===== config.mk =====
export PLATFORM = sky130hd
export DESIGN_NAME = oof_resync_ctrl
export DESIGN_NICKNAME = d
export VERILOG_FILES = /design/src/rtl/oof_resync_pkg.sv /design/src/rtl/oof_bad_run_cnt.sv /design/src/rtl/oof_frame_timer.sv /design/src/rtl/oof_resync_fsm.sv /design/src/rtl/oof_resync_ctrl.sv
export SDC_FILE = /design/constraint.sdc
export NUM_CORES = 1
export LEC_CHECK = 0
export ABC_CLOCK_PERIOD_IN_PS = 2000
export BUFFER_PORTS_ARGS = -buffer_cell sky130_fd_sc_hd__buf_2
export CAP_MARGIN = 25
export CORE_UTILIZATION = 40
export CTS_CLUSTER_SIZE = 16
export DETAILED_ROUTE_END_ITERATION = 16
export PLACE_DENSITY_LB_ADDON = 0.1
export SLEW_MARGIN = 20
export SYNTH_ARGS = -nofsm -noshare
export SYNTH_HDL_FRONTEND = slang
export SYNTH_SLANG_ARGS = --single-unit

===== constraint.sdc =====
create_clock -name clk_i -period 2 [get_ports clk_i]
set_clock_uncertainty 0.15 [all_clocks]
set_input_delay 0.2 -clock clk_i [delete_from_list [all_inputs] [get_ports clk_i]]
set_output_delay 0.2 -clock clk_i [all_outputs]
set_load 0.05 [all_outputs]

===== src/rtl/oof_resync_pkg.sv =====
package oof_resync_pkg;
  typedef enum logic [1:0] {
    ST_IN_FRAME = 2'd0,
    ST_SEARCH   = 2'd1,
    ST_VERIFY   = 2'd2,
    ST_RETRIG   = 2'd3
  } oof_state_e;
endpackage


===== src/rtl/oof_bad_run_cnt.sv =====
module oof_bad_run_cnt #(
  parameter int unsigned THR_LO = 4,
  parameter int unsigned THR_HI = 5,
  localparam int unsigned CW = $clog2(THR_HI + 1)
) (
  input  logic clk_i,
  input  logic rst_ni,
  input  logic en_i,
  input  logic chk_valid_i,
  input  logic chk_good_i,
  input  logic thr_sel_i,
  output logic hit_o
);
  logic [CW-1:0] cnt_q;
  logic [CW-1:0] limit;
  logic          thr_q;
  logic          thr_eff;
  logic          bad;

  // select is live only until the first bad check of a run
  assign thr_eff = (cnt_q == '0) ? thr_sel_i : thr_q;
  assign limit   = thr_eff ? CW'(THR_HI) : CW'(THR_LO);
  assign bad     = en_i & chk_valid_i & ~chk_good_i;
  assign hit_o   = bad & (cnt_q == limit - CW'(1));

  always_ff @(posedge clk_i or negedge rst_ni) begin
    if (!rst_ni) begin
      cnt_q <= '0;
      thr_q <= 1'b0;
    end else begin
      if (cnt_q == '0) thr_q <= thr_sel_i;
      if (!en_i) begin
        cnt_q <= '0;
      end else if (chk_valid_i) begin
        if (chk_good_i || hit_o) cnt_q <= '0;
        else                     cnt_q <= cnt_q + CW'(1);
      end
    end
  end
endmodule


===== src/rtl/oof_frame_timer.sv =====
module oof_frame_timer #(
  parameter int unsigned FRAMES = 3,
  localparam int unsigned TW = $clog2(FRAMES + 1)
) (
  input  logic clk_i,
  input  logic rst_ni,
  input  logic clr_i,
  input  logic run_i,
  input  logic tick_i,
  output logic expire_o
);
  logic [TW-1:0] cnt_q;

  assign expire_o = run_i & tick_i & (cnt_q == TW'(FRAMES - 1));

  always_ff @(posedge clk_i or negedge rst_ni) begin
    if (!rst_ni)                       cnt_q <= '0;
    else if (clr_i)                    cnt_q <= '0;
    else if (run_i && tick_i && !expire_o) cnt_q <= cnt_q + TW'(1);
  end
endmodule


===== src/rtl/oof_resync_fsm.sv =====
module oof_resync_fsm
  import oof_resync_pkg::*;
#(
  parameter int unsigned RETRIG_CYC = 2,
  localparam int unsigned RW = $clog2(RETRIG_CYC) + 1
) (
  input  logic       clk_i,
  input  logic       rst_ni,
  input  logic       bad_hit_i,
  input  logic       chk_valid_i,
  input  logic       chk_good_i,
  input  logic       frame_pulse_i,
  input  logic       timeout_i,
  output logic       oof_o,
  output logic       in_frame_o,
  output logic       search_o,
  output logic       timer_clr_o,
  output oof_state_e state_o
);
  oof_state_e    state_q, state_d;
  logic [RW-1:0] rcnt_q;

  always_comb begin
    state_d = state_q;
    unique case (state_q)
      ST_IN_FRAME: if (bad_hit_i) state_d = ST_SEARCH;
      ST_SEARCH: begin
        if (frame_pulse_i)  state_d = ST_VERIFY;  // pulse beats timeout
        else if (timeout_i) state_d = ST_RETRIG;
      end
      ST_VERIFY: if (chk_valid_i) state_d = chk_good_i ? ST_IN_FRAME : ST_RETRIG;
      ST_RETRIG: if (rcnt_q == RW'(RETRIG_CYC - 1)) state_d = ST_SEARCH;
      default: state_d = ST_IN_FRAME;
    endcase
  end

  always_ff @(posedge clk_i or negedge rst_ni) begin
    if (!rst_ni) begin
      state_q <= ST_IN_FRAME;
      rcnt_q  <= '0;
    end else begin
      state_q <= state_d;
      rcnt_q  <= (state_q == ST_RETRIG) ? rcnt_q + RW'(1) : '0;
    end
  end

  assign oof_o       = (state_q == ST_SEARCH) || (state_q == ST_VERIFY);
  assign in_frame_o  = (state_q == ST_IN_FRAME);
  assign search_o    = (state_q == ST_SEARCH);
  assign timer_clr_o = (state_d == ST_SEARCH) && (state_q != ST_SEARCH);
  assign state_o     = state_q;
endmodule


===== src/rtl/oof_resync_ctrl.sv =====
module oof_resync_ctrl
  import oof_resync_pkg::*;
#(
  parameter int unsigned THR_LO     = 4,
  parameter int unsigned THR_HI     = 5,
  parameter int unsigned TO_FRAMES  = 3,
  parameter int unsigned RETRIG_CYC = 2
) (
  input  logic clk_i,
  input  logic rst_ni,
  input  logic chk_valid_i,
  input  logic chk_good_i,
  input  logic frame_pulse_i,
  input  logic frame_tick_i,
  input  logic thr_sel_i,
  output logic oof_o
);
  oof_state_e state_q;
  logic in_frame, searching, timer_clr, bad_hit, timeout;

  oof_bad_run_cnt #(.THR_LO(THR_LO), .THR_HI(THR_HI)) u_bad (
    .clk_i, .rst_ni,
    .en_i        (in_frame),
    .chk_valid_i,
    .chk_good_i,
    .thr_sel_i,
    .hit_o       (bad_hit)
  );

  oof_frame_timer #(.FRAMES(TO_FRAMES)) u_timer (
    .clk_i, .rst_ni,
    .clr_i    (timer_clr),
    .run_i    (searching),
    .tick_i   (frame_tick_i),
    .expire_o (timeout)
  );

  oof_resync_fsm #(.RETRIG_CYC(RETRIG_CYC)) u_fsm (
    .clk_i, .rst_ni,
    .bad_hit_i   (bad_hit),
    .chk_valid_i,
    .chk_good_i,
    .frame_pulse_i,
    .timeout_i   (timeout),
    .oof_o,
    .in_frame_o  (in_frame),
    .search_o    (searching),
    .timer_clr_o (timer_clr),
    .state_o     (state_q)
  );
endmodule


---- Yosys cells after proc, flatten, opt, wreduce, memory -nomap -nowiden ----
Cells that the tools add are included.
storage, ports and cells
  register bits after elaboration ......... 10
  latch bits .............................. 0
  RAM bits ................................ 0
  bits in read-only memories .............. 0
  bits of input ports ..................... 7
  memories kept ........................... 0
operators by class
  $add $sub $neg .......................... 4
  multiply operators ...................... 0
  divide/modulo/power cells ............... 0
  order comparisons ....................... 0
  equality and inequality tests ........... 9
  shift-type cells ........................ 0
  multiplexer cells ....................... 15
  bitwise logic cells ..................... 6
  reductions and logical operators ........ 9
operators with widths
  cell                 number
  $mux 2               9
  $mux 3               3
  $pmux 2 s4           1
  $eq 2x1->1 const B   3
  $eq 2x2->1 const B   3
  $and 1x1->1          5
  $add 2x1->2 const B  2
  $add 3x1->3 const B  1
  $eq 3x3->1           1
  $logic_and 1x1->1    3
  $logic_not 3->1      1
  $sub 3x1->3 const B  1
  $logic_not 2->1      1
  $logic_or 1x1->1     2
  $mux 1               2
  $ne 2x1->1 const B   1
  $ne 2x2->1 const B   1
  $reduce_bool 2->1    1
  $logic_not 1->1      1
  $not 1->1            1

---- Logic depth before layout (Yosys ltp) ----
Gate-level depths: netlist of run 1.
  depth in word-level cells ............... 11
  depth in mapped cells ................... 6
  depth with buffers taken out ............ 6

---- Hierarchy ----
From an unflattened synthesis of run 1, not the netlist that was laid out.
unflattened totals
  cell total of the unflattened synthesis .. 72
  area, all modules ....................... 706.9 sq um
by module, submodules not included
  module           instances  cells each  area each (sq um)  seq. area each (sq um)
  oof_resync_fsm   1          32          309.0              100.1
  oof_bad_run_cnt  1          28          265.3              100.1
  oof_frame_timer  1          12          132.6              50.0

---- Worst setup path after synthesis of run 1 ----
No wires, ideal clock.
  path kind ............................... register to register
  from .................................... reg u_bad.cnt_q[0]
  to ...................................... reg u_timer.cnt_q[0]
  setup time .............................. 0.082 ns
  arrival ................................. 1.462 ns
  data required time ...................... 1.768 ns
  path slack .............................. 0.306 ns
  cell stages (with the launch flop) ...... 7
  buffers on the path ..................... 0
  period minus slack after synthesis ...... 1.694 ns
  cell sequence ........................... dfrtp_1 > inv_1 > ha_1 > mux2i_1 > a41oi_2 > o221ai_2 > a31oi_1
between the ends
  word-level cells in the longest chain between the ends .. 11
  elaborated cells on any way between the ends .. 12
  classes of those cells .................. add/sub (1); eq/ne (2); mux (5); bitwise (1); reduce/logical (3)
ends and longest elaborated chain
  what                                         RTL line               source
  from (decl)                                  oof_bad_run_cnt.sv:14  logic [CW-1:0] cnt_q;
  from (signal assigned)                       oof_bad_run_cnt.sv:36  else cnt_q <= cnt_q + CW'(1);
  $logic_not 3->1                              oof_bad_run_cnt.sv:21  assign thr_eff = (cnt_q == '0) ? thr_sel_i : thr_q;
  $mux 1                                       oof_bad_run_cnt.sv:21
  $mux 1                                       oof_bad_run_cnt.sv:22  assign limit = thr_eff ? CW'(THR_HI) : CW'(THR_LO);
  $sub 3x1->3                                  oof_bad_run_cnt.sv:24  assign hit_o = bad & (cnt_q == limit - CW'(1));
  $eq 3x3->1 (*)                               oof_bad_run_cnt.sv:24
  $and 1x1->1 (*)                              oof_bad_run_cnt.sv:24
  $mux 2 (*)                                   oof_resync_fsm.sv:26   ST_IN_FRAME: if (bad_hit_i) state_d = ST_SEARCH;
  $pmux 2 s4 (*)                               oof_resync_fsm.sv:25   unique case (state_q)
  $eq 2x1->1 (*)                               oof_resync_fsm.sv:50   assign timer_clr_o = (state_d == ST_SEARCH) && (state_q != ST_SEARCH);
  $logic_and 1x1->1 (*)                        oof_resync_fsm.sv:50
  $mux 2 or $reduce_bool 2->1 (tied branches)  --
  to (signal assigned)                         oof_frame_timer.sv:19  else if (run_i && tick_i && !expire_o) cnt_q <= cnt_q + TW'(1);
  to (decl)                                    oof_frame_timer.sv:12  logic [TW-1:0] cnt_q;
Mark *: on every way between the ends. The rest lies on a longest branch, timed or not.
A chain may end at the register's enable or synchronous reset.

---- Worst setup path in the final report of run 1 ----
  from .................................... reg u_bad.cnt_q[1]
  to ...................................... reg u_timer.cnt_q[1]
Same word-level chain as after synthesis.

==> results.json, run 1 <==
{
  "setup_repair_after_global_routing_missed_its_margin": "no",
  "ys.flop_type": "dfrtp_1",
  "path_max_fanout": 5,
  "cp_slowest_stage_delay_ps": 450,
  "overflow": 0,
  "pwr_density_cell_nw_per_um2": 1220,
  "io_buffer_count": 7,
  "drive_gt1_frac": 0.235,
  "via_count": 527,
  "start_kind": "flip-flop",
  "finalWorstPathRequiredPeriod_ps": 1830,
  "max-slew-margin-rel": 0.775,
  "synth.distinct_cells": 26,
  "worstSkewPairLatency_ps": 270,
  "final_antenna_net_count": 0,
  "finalHoldViolations": 0,
  "timing.critical_path.cells": "inv_1, ha_1, mux2i_1, a41oi_2, o221ai_2, a31oi_1",
  "vdd.ir_drop.worst_v": 0.000618,
  "clkTransAtPathRegs_ps": 70,
  "syn_area_per_cell_sq_um": 10.2,
  "r2r_slack_ps": 170,
  "gp_congestion": 0.752,
  "criticalPathCategory": "reg -> reg",
  "io_pins": 8,
  "grt_overall_usage": 0.168,
  "synth_seq_cells": 10,
  "detail_route.vias_per_cell": 5.43,
  "drtPass1Iterations": 2,
  "antenna_found_initial": 0,
  "syn-instance-count": 67,
  "detail_route.wl_per_cell_um": 13.1,
  "pin_count_of_the_biggest_net_entering_global_routing": 11,
  "start_util": 0.440,
  "synth.top_cell.area_share": 0.365,
  "cts_htree_levels": 1,
  "number_of_enable_flip_flop_cells_after_synthesis": 0,
  "data_arrival_time_of_the_critical_path_ps": 1830,
  "die_area_sq_um": 1880,
  "hold_slack_ps": 40.5,
  "cts_made_buffers": 3,
  "first_global_vias": 532,
  "rows": 14,
  "hold_path_end": "u_bad.thr_q",
  "hp-class": "in -> reg",
  "final_min_period_over_clock_period": 0.917,
  "crit-reg2reg-capture": "u_timer.cnt_q[1]",
  "cts_buffer_depth": 2,
  "hold_depth": 2,
  "fin_nets": 98,
  "synth_sequential_area_ratio": 0.365,
  "max_freq_ghz": 0.545,
  "synth-async-reset-ratio": 1.00,
  "areaGrowthSynthToFinish_pct": 17.2,
  "kind_of_end_point_of_the_critical_path": "flip-flop",
  "remaining_drc_errors": 0,
  "grt_first_pass_wirelength_mm": 2.29,
  "synth_top_cells_by_area": "dfrtp_1 (36%), ha_1 (16%), inv_1 (5.5%), a21oi_1 (3.6%), nor4bb_4 (3.6%)",
  "drv_cap": 0,
  "worst_path_max_delay_cell": "dfrtp_2",
  "leakagePower_nw": 0.369,
  "inserted_diodes": 0,
  "worst_reg2reg_path_depth": 6,
  "die_y_um": 43.4,
  "worst_setup_path_startpoint": "u_bad.cnt_q[1]",
  "dp.final_hpwl_mm": 1.01,
  "die_width_um": 43.4,
  "setup-tns-final_ps": 0,
  "yosysWarningCount": 0,
  "worstMarginPinSlew_ps": 337,
  "wirelength_mm": 1.27,
  "ctsRootBufferMaster": "clkbuf_4",
  "fp.coreArea_sq_um": 1560,
  "reg2reg_from": "u_bad.cnt_q[1]",
  "cp.required_ps": 2000,
  "cell_area_synth_sq_um": 686,
  "final-max-slew-violation-count": 0,
  "synth_top_area_cell": "dfrtp_1",
  "cts_tree": "yes",
  "synth.net_count": 83,
  "setup_viol": 0,
  "cts_num_sinks": 10,
  "startpoint_of_the_worst_hold_path": "thr_sel_i",
  "drt_iter0_markers": 9,
  "outcome": "finished, final reports clean"
}
## sequential cells by signal, summed over array words and instances, names as in the netlist
register,cells
u_fsm.rcnt_q,2
u_fsm.state_o,2
u_timer.cnt_q,2
u_bad.thr_q,1
u_bad.cnt_q,3
## worst max path at each step
stage                       end  slack (ps)  depth (start not counted)
6_report       u_timer.cnt_q[1]         170                          6
5_1_grt        u_timer.cnt_q[1]         0.9                          6
4_1_cts        u_timer.cnt_q[1]         110                          6
3_5_place_dp   u_timer.cnt_q[1]         130                          6
3_3_place_gp   u_timer.cnt_q[0]         140                          6
2_1_floorplan  u_timer.cnt_q[0]         310                          6
## cell usage after synthesis, types with 2 or more instances
| master | instances |
|---|---|
| ha_1 | 9 |
| nand2_1 | 2 |
| a21oi_1 | 5 |
| o21ai_0 | 2 |
| nor2_1 | 6 |
| dfrtp_1 | 10 |
| nand3b_1 | 3 |
| a31oi_1 | 3 |
| inv_1 | 10 |
## report_power, final
group          total (mW)  internal [mW]  switching (mW)
registers           0.295          0.256          0.0388
clock network       0.186          0.111          0.0756
logic               0.501          0.199           0.302
## kinds of logic (layout without fill, tap and decap cells)
kind of cell | count (synthesis) | in the layout | synth area share
adder cells (fa/ha/maj) | 9 | 9 | 0.164
flip-flops | 10 | 10 | 0.365
XOR/XNOR | 1 | 1 | 0.0128
buffers and inverters | 10 | 24 | 0.0548
multiplexers | 1 | 1 | 0.0146
AND/OR/NAND/NOR | 16 | 16 | 0.161
AO/OA/AOI/OAI | 20 | 20 | 0.228
## layout by cell type (no fill, tap or decap), types with 2 or more instances in the layout
cell type  count
clkbuf_4       3
nor2_1         6
nand3b_1       3
nand2_1        2
buf_2          7
dfrtp_1        9
o21ai_0        2
buf_4          2
a31oi_1        3
a21oi_1        5
inv_1         10
ha_1           9
## critical path: cells and delay by family (launching register included)
family                   cells  cell delay (ps)
flip-flops                   1              450
AO/OA/AOI/OAI                3              620
adder cells (fa/ha/maj)      1              190
buffers and inverters        1               70
multiplexers                 1              230
## metrics by stage
| stage | setup slack [ps] | total power, mW | utilization | std cells | area (sq um) |
|---|---|---|---|---|---|
| after floorplan | 306 | 0.698 | - | 67 | 686 |
| after global placement | 141 | 0.802 | 0.480 | 91 | 748 |
| after detailed placement | 128 | 0.804 | 0.480 | 91 | 748 |
| after CTS | 105 | 0.996 | 0.510 | 96 | 795 |
| after global routing | 0.941 | 1.07 | 0.515 | 97 | 803 |
| final | 165 | 0.982 | 0.515 | 97 | 803 |
## routing by layer
| layer | global-route usage | up-vias | part of all wire |
|---|---|---|---|
| met5 | 0 | - | 0 |
| met4 | 0.0563 | 0 | 0.010 |
| met3 | 0.0625 | 2 | 0.039 |
| met2 | 0.294 | 6 | 0.49 |
| met1 | 0.187 | 248 | 0.46 |
| li1 | - | 271 | - |
## layout make-up
class                   instances  area [sq um]
clock buffers                   4          36.3
fillers                       153           756
inverters                      10          37.5
multi-input cells              47           398
flip-flops and latches         10           251
well taps                      16          20.0
repair buffers                 10          60.1
## timing repair
action                                  in CTS  in global routing
endpoints found under the setup margin       0                  1
hold buffers                                 1                  0
setup buffers                                0                  1
resized for setup                            0                  1
hold endpoints to repair                    10                  0
Note: power is estimated with default switching activity, not from simulation.
==> run 2: changes to the inputs <==
--- a/config.mk
+++ b/config.mk
@@ -11,7 +11,7 @@
 export CORE_UTILIZATION = 40
 export CTS_CLUSTER_SIZE = 16
 export DETAILED_ROUTE_END_ITERATION = 16
-export PLACE_DENSITY_LB_ADDON = 0.1
+export PLACE_DENSITY_LB_ADDON = 0.3
 export SLEW_MARGIN = 20
 export SYNTH_ARGS = -nofsm -noshare
 export SYNTH_HDL_FRONTEND = slang
==> results.json, run 2 (synthesis gave the netlist of run 1 again) <==
{
  "worst_setup_path_startpoint": "u_bad.cnt_q[1]",
  "drv_cap": 0,
  "cts_num_sinks": 10,
  "reg2reg_from": "u_bad.cnt_q[1]",
  "leakagePower_nw": 0.368,
  "dp.final_hpwl_um": 991,
  "wirelength_mm": 1.27,
  "via_count": 531,
  "grtUsageMet3": 0.0625,
  "gr-usage-met1": 0.179,
  "start_kind": "flip-flop",
  "outcome": "finished, final reports clean",
  "drtPass1Iterations": 4,
  "max-slew-margin-rel": 0.803,
  "die_y_um": 43.4,
  "first_global_vias": 553,
  "largest_reg_flops": 3,
  "cts_made_buffers": 3,
  "path_max_fanout": 5,
  "areaGrowthSynthToFinish_pct": 17.2,
  "drt_iter0_markers": 8,
  "grt_first_pass_wirelength_mm": 2.19,
  "worstMarginPinSlew_ps": 291,
  "hp-class": "in -> reg",
  "die_width_um": 43.4,
  "setup-tns-final_ps": 0,
  "antenna_found_initial": 0,
  "gp_congestion": 0.755,
  "start_util": 0.440,
  "setup_repair_after_global_routing_missed_its_margin": "no",
  "cts_htree_levels": 1,
  "final_min_period_over_clock_period": 0.934,
  "final-max-slew-violation-count": 0,
  "clkTransAtPathRegs_ps": 70,
  "worstSkewPairLatency_ps": 260,
  "drive_gt1_frac": 0.235,
  "remaining_drc_errors": 0,
  "io_pins": 8,
  "fp.coreArea_sq_um": 1560,
  "pin_count_of_the_biggest_net_entering_global_routing": 11,
  "inserted_diodes": 0,
  "final_common_cell": "inv_1",
  "final_antenna_net_count": 0,
  "fin_nets": 98,
  "max_freq_ghz": 0.536,
  "rows": 14,
  "cts_tree": "yes",
  "detail_route.wl_per_cell_um": 13.1,
  "setup_viol": 0,
  "finalHoldViolations": 0,
  "grt_overall_usage": 0.157,
  "io_buffer_count": 7,
  "die_area_sq_um": 1880,
  "finalWorstPathRequiredPeriod_ps": 1870,
  "data_arrival_time_of_the_critical_path_ps": 1870,
  "startpoint_of_the_worst_hold_path": "thr_sel_i",
  "cts_buffer_depth": 2,
  "final_util": 0.515,
  "gr-max-usage-layer": "met2",
  "vdd.ir_drop.worst_v": 0.000713,
  "cp.required_ps": 2000,
  "globalRouteMet2Util": 0.270,
  "ctsRootBufferMaster": "clkbuf_4",
  "pwr_density_cell_nw_per_um2": 1220,
  "detail_route.vias_per_cell": 5.47,
  "kind_of_end_point_of_the_critical_path": "flip-flop",
  "final.fill_count": 143,
  "top_register": "u_bad.cnt_q",
  "most_frequent_cells_in_the_layout": "inv_1 (10), ha_1 (9), dfrtp_1 (9), buf_2 (7), nor2_1 (6)",
  "criticalPathCategory": "reg -> reg",
  "overflow": 0
}
## run 2: cell counts in the layout (fill, tap and decap cells not counted)
Identical to the previous run, type by type.
## run 2: area by class of cell
cell class / count / area [sq um] / area share
clock buffer: 4 / 36.3 / 0.0452
inverter: 10 / 37.5 / 0.0467
multi-input combinational: 47 / 398 / 0.495
sequential: 10 / 251 / 0.313
tap: 16 / 20.0 / 0.0249
timing repair buffer: 10 / 60.1 / 0.0748
## run 2: path summary, 6_finish.rpt
kind                       depth (start not counted)  slack, ps              end
setup reg to reg                                   6        130   u_bad.cnt_q[1]
max in group asynchronous                          2       1320   u_bad.cnt_q[0]
hold / removal                                     2         50      u_bad.thr_q
setup / recovery                                   6        130   u_bad.cnt_q[1]
min in group asynchronous                          2        170   u_bad.cnt_q[2]
hold reg to reg                                    1        280  u_fsm.rcnt_q[0]
## run 2: power breakdown
part	switching (mW)	leakage, nW	internal (mW)
sequential	0.0500	0.131	0.257
combinational	0.297	0.217	0.194
clock	0.0702	0.0210	0.111
total	0.417	0.368	0.561
## run 2: critical path, cell delays in order, from the launching register on
cell and delay, ps:
dfrtp_1 460, inv_1 90, ha_1 190, mux2i_1 230
a41oi_2 200, buf_4 190, a32o_1 240
## run 2: timing repair
action                                 4_1_cts  5_1_grt
setup buffers                                0        2
hold buffers                                 1        0
endpoints found under the hold margin       10        0
setup endpoints to repair                    0        2
resized for setup                            0        1
## run 2: through the flow
| stage | cell area, sq um | std cells | power [mW] | hold slack [ps] | setup WS (ps) |
|---|---|---|---|---|---|
| floorplan | 686 | 67 | 0.698 | -246 | 306 |
| global placement | 741 | 90 | 0.791 | -75.8 | 142 |
| detailed placement | 741 | 90 | 0.795 | -74.3 | 93.2 |
| CTS | 787 | 95 | 0.985 | 46.3 | 86.8 |
| global route | 803 | 97 | 1.07 | 48.4 | 18.2 |
| finish | 803 | 97 | 0.978 | 50.6 | 133 |
## run 2: per-layer routing
metal / vias to the layer above / routed length (um)
li1: 270 / -
met1: 254 / 603
met2: 7 / 620
met3: 0 / 48
met4: 0 / 0
met5: - / 0
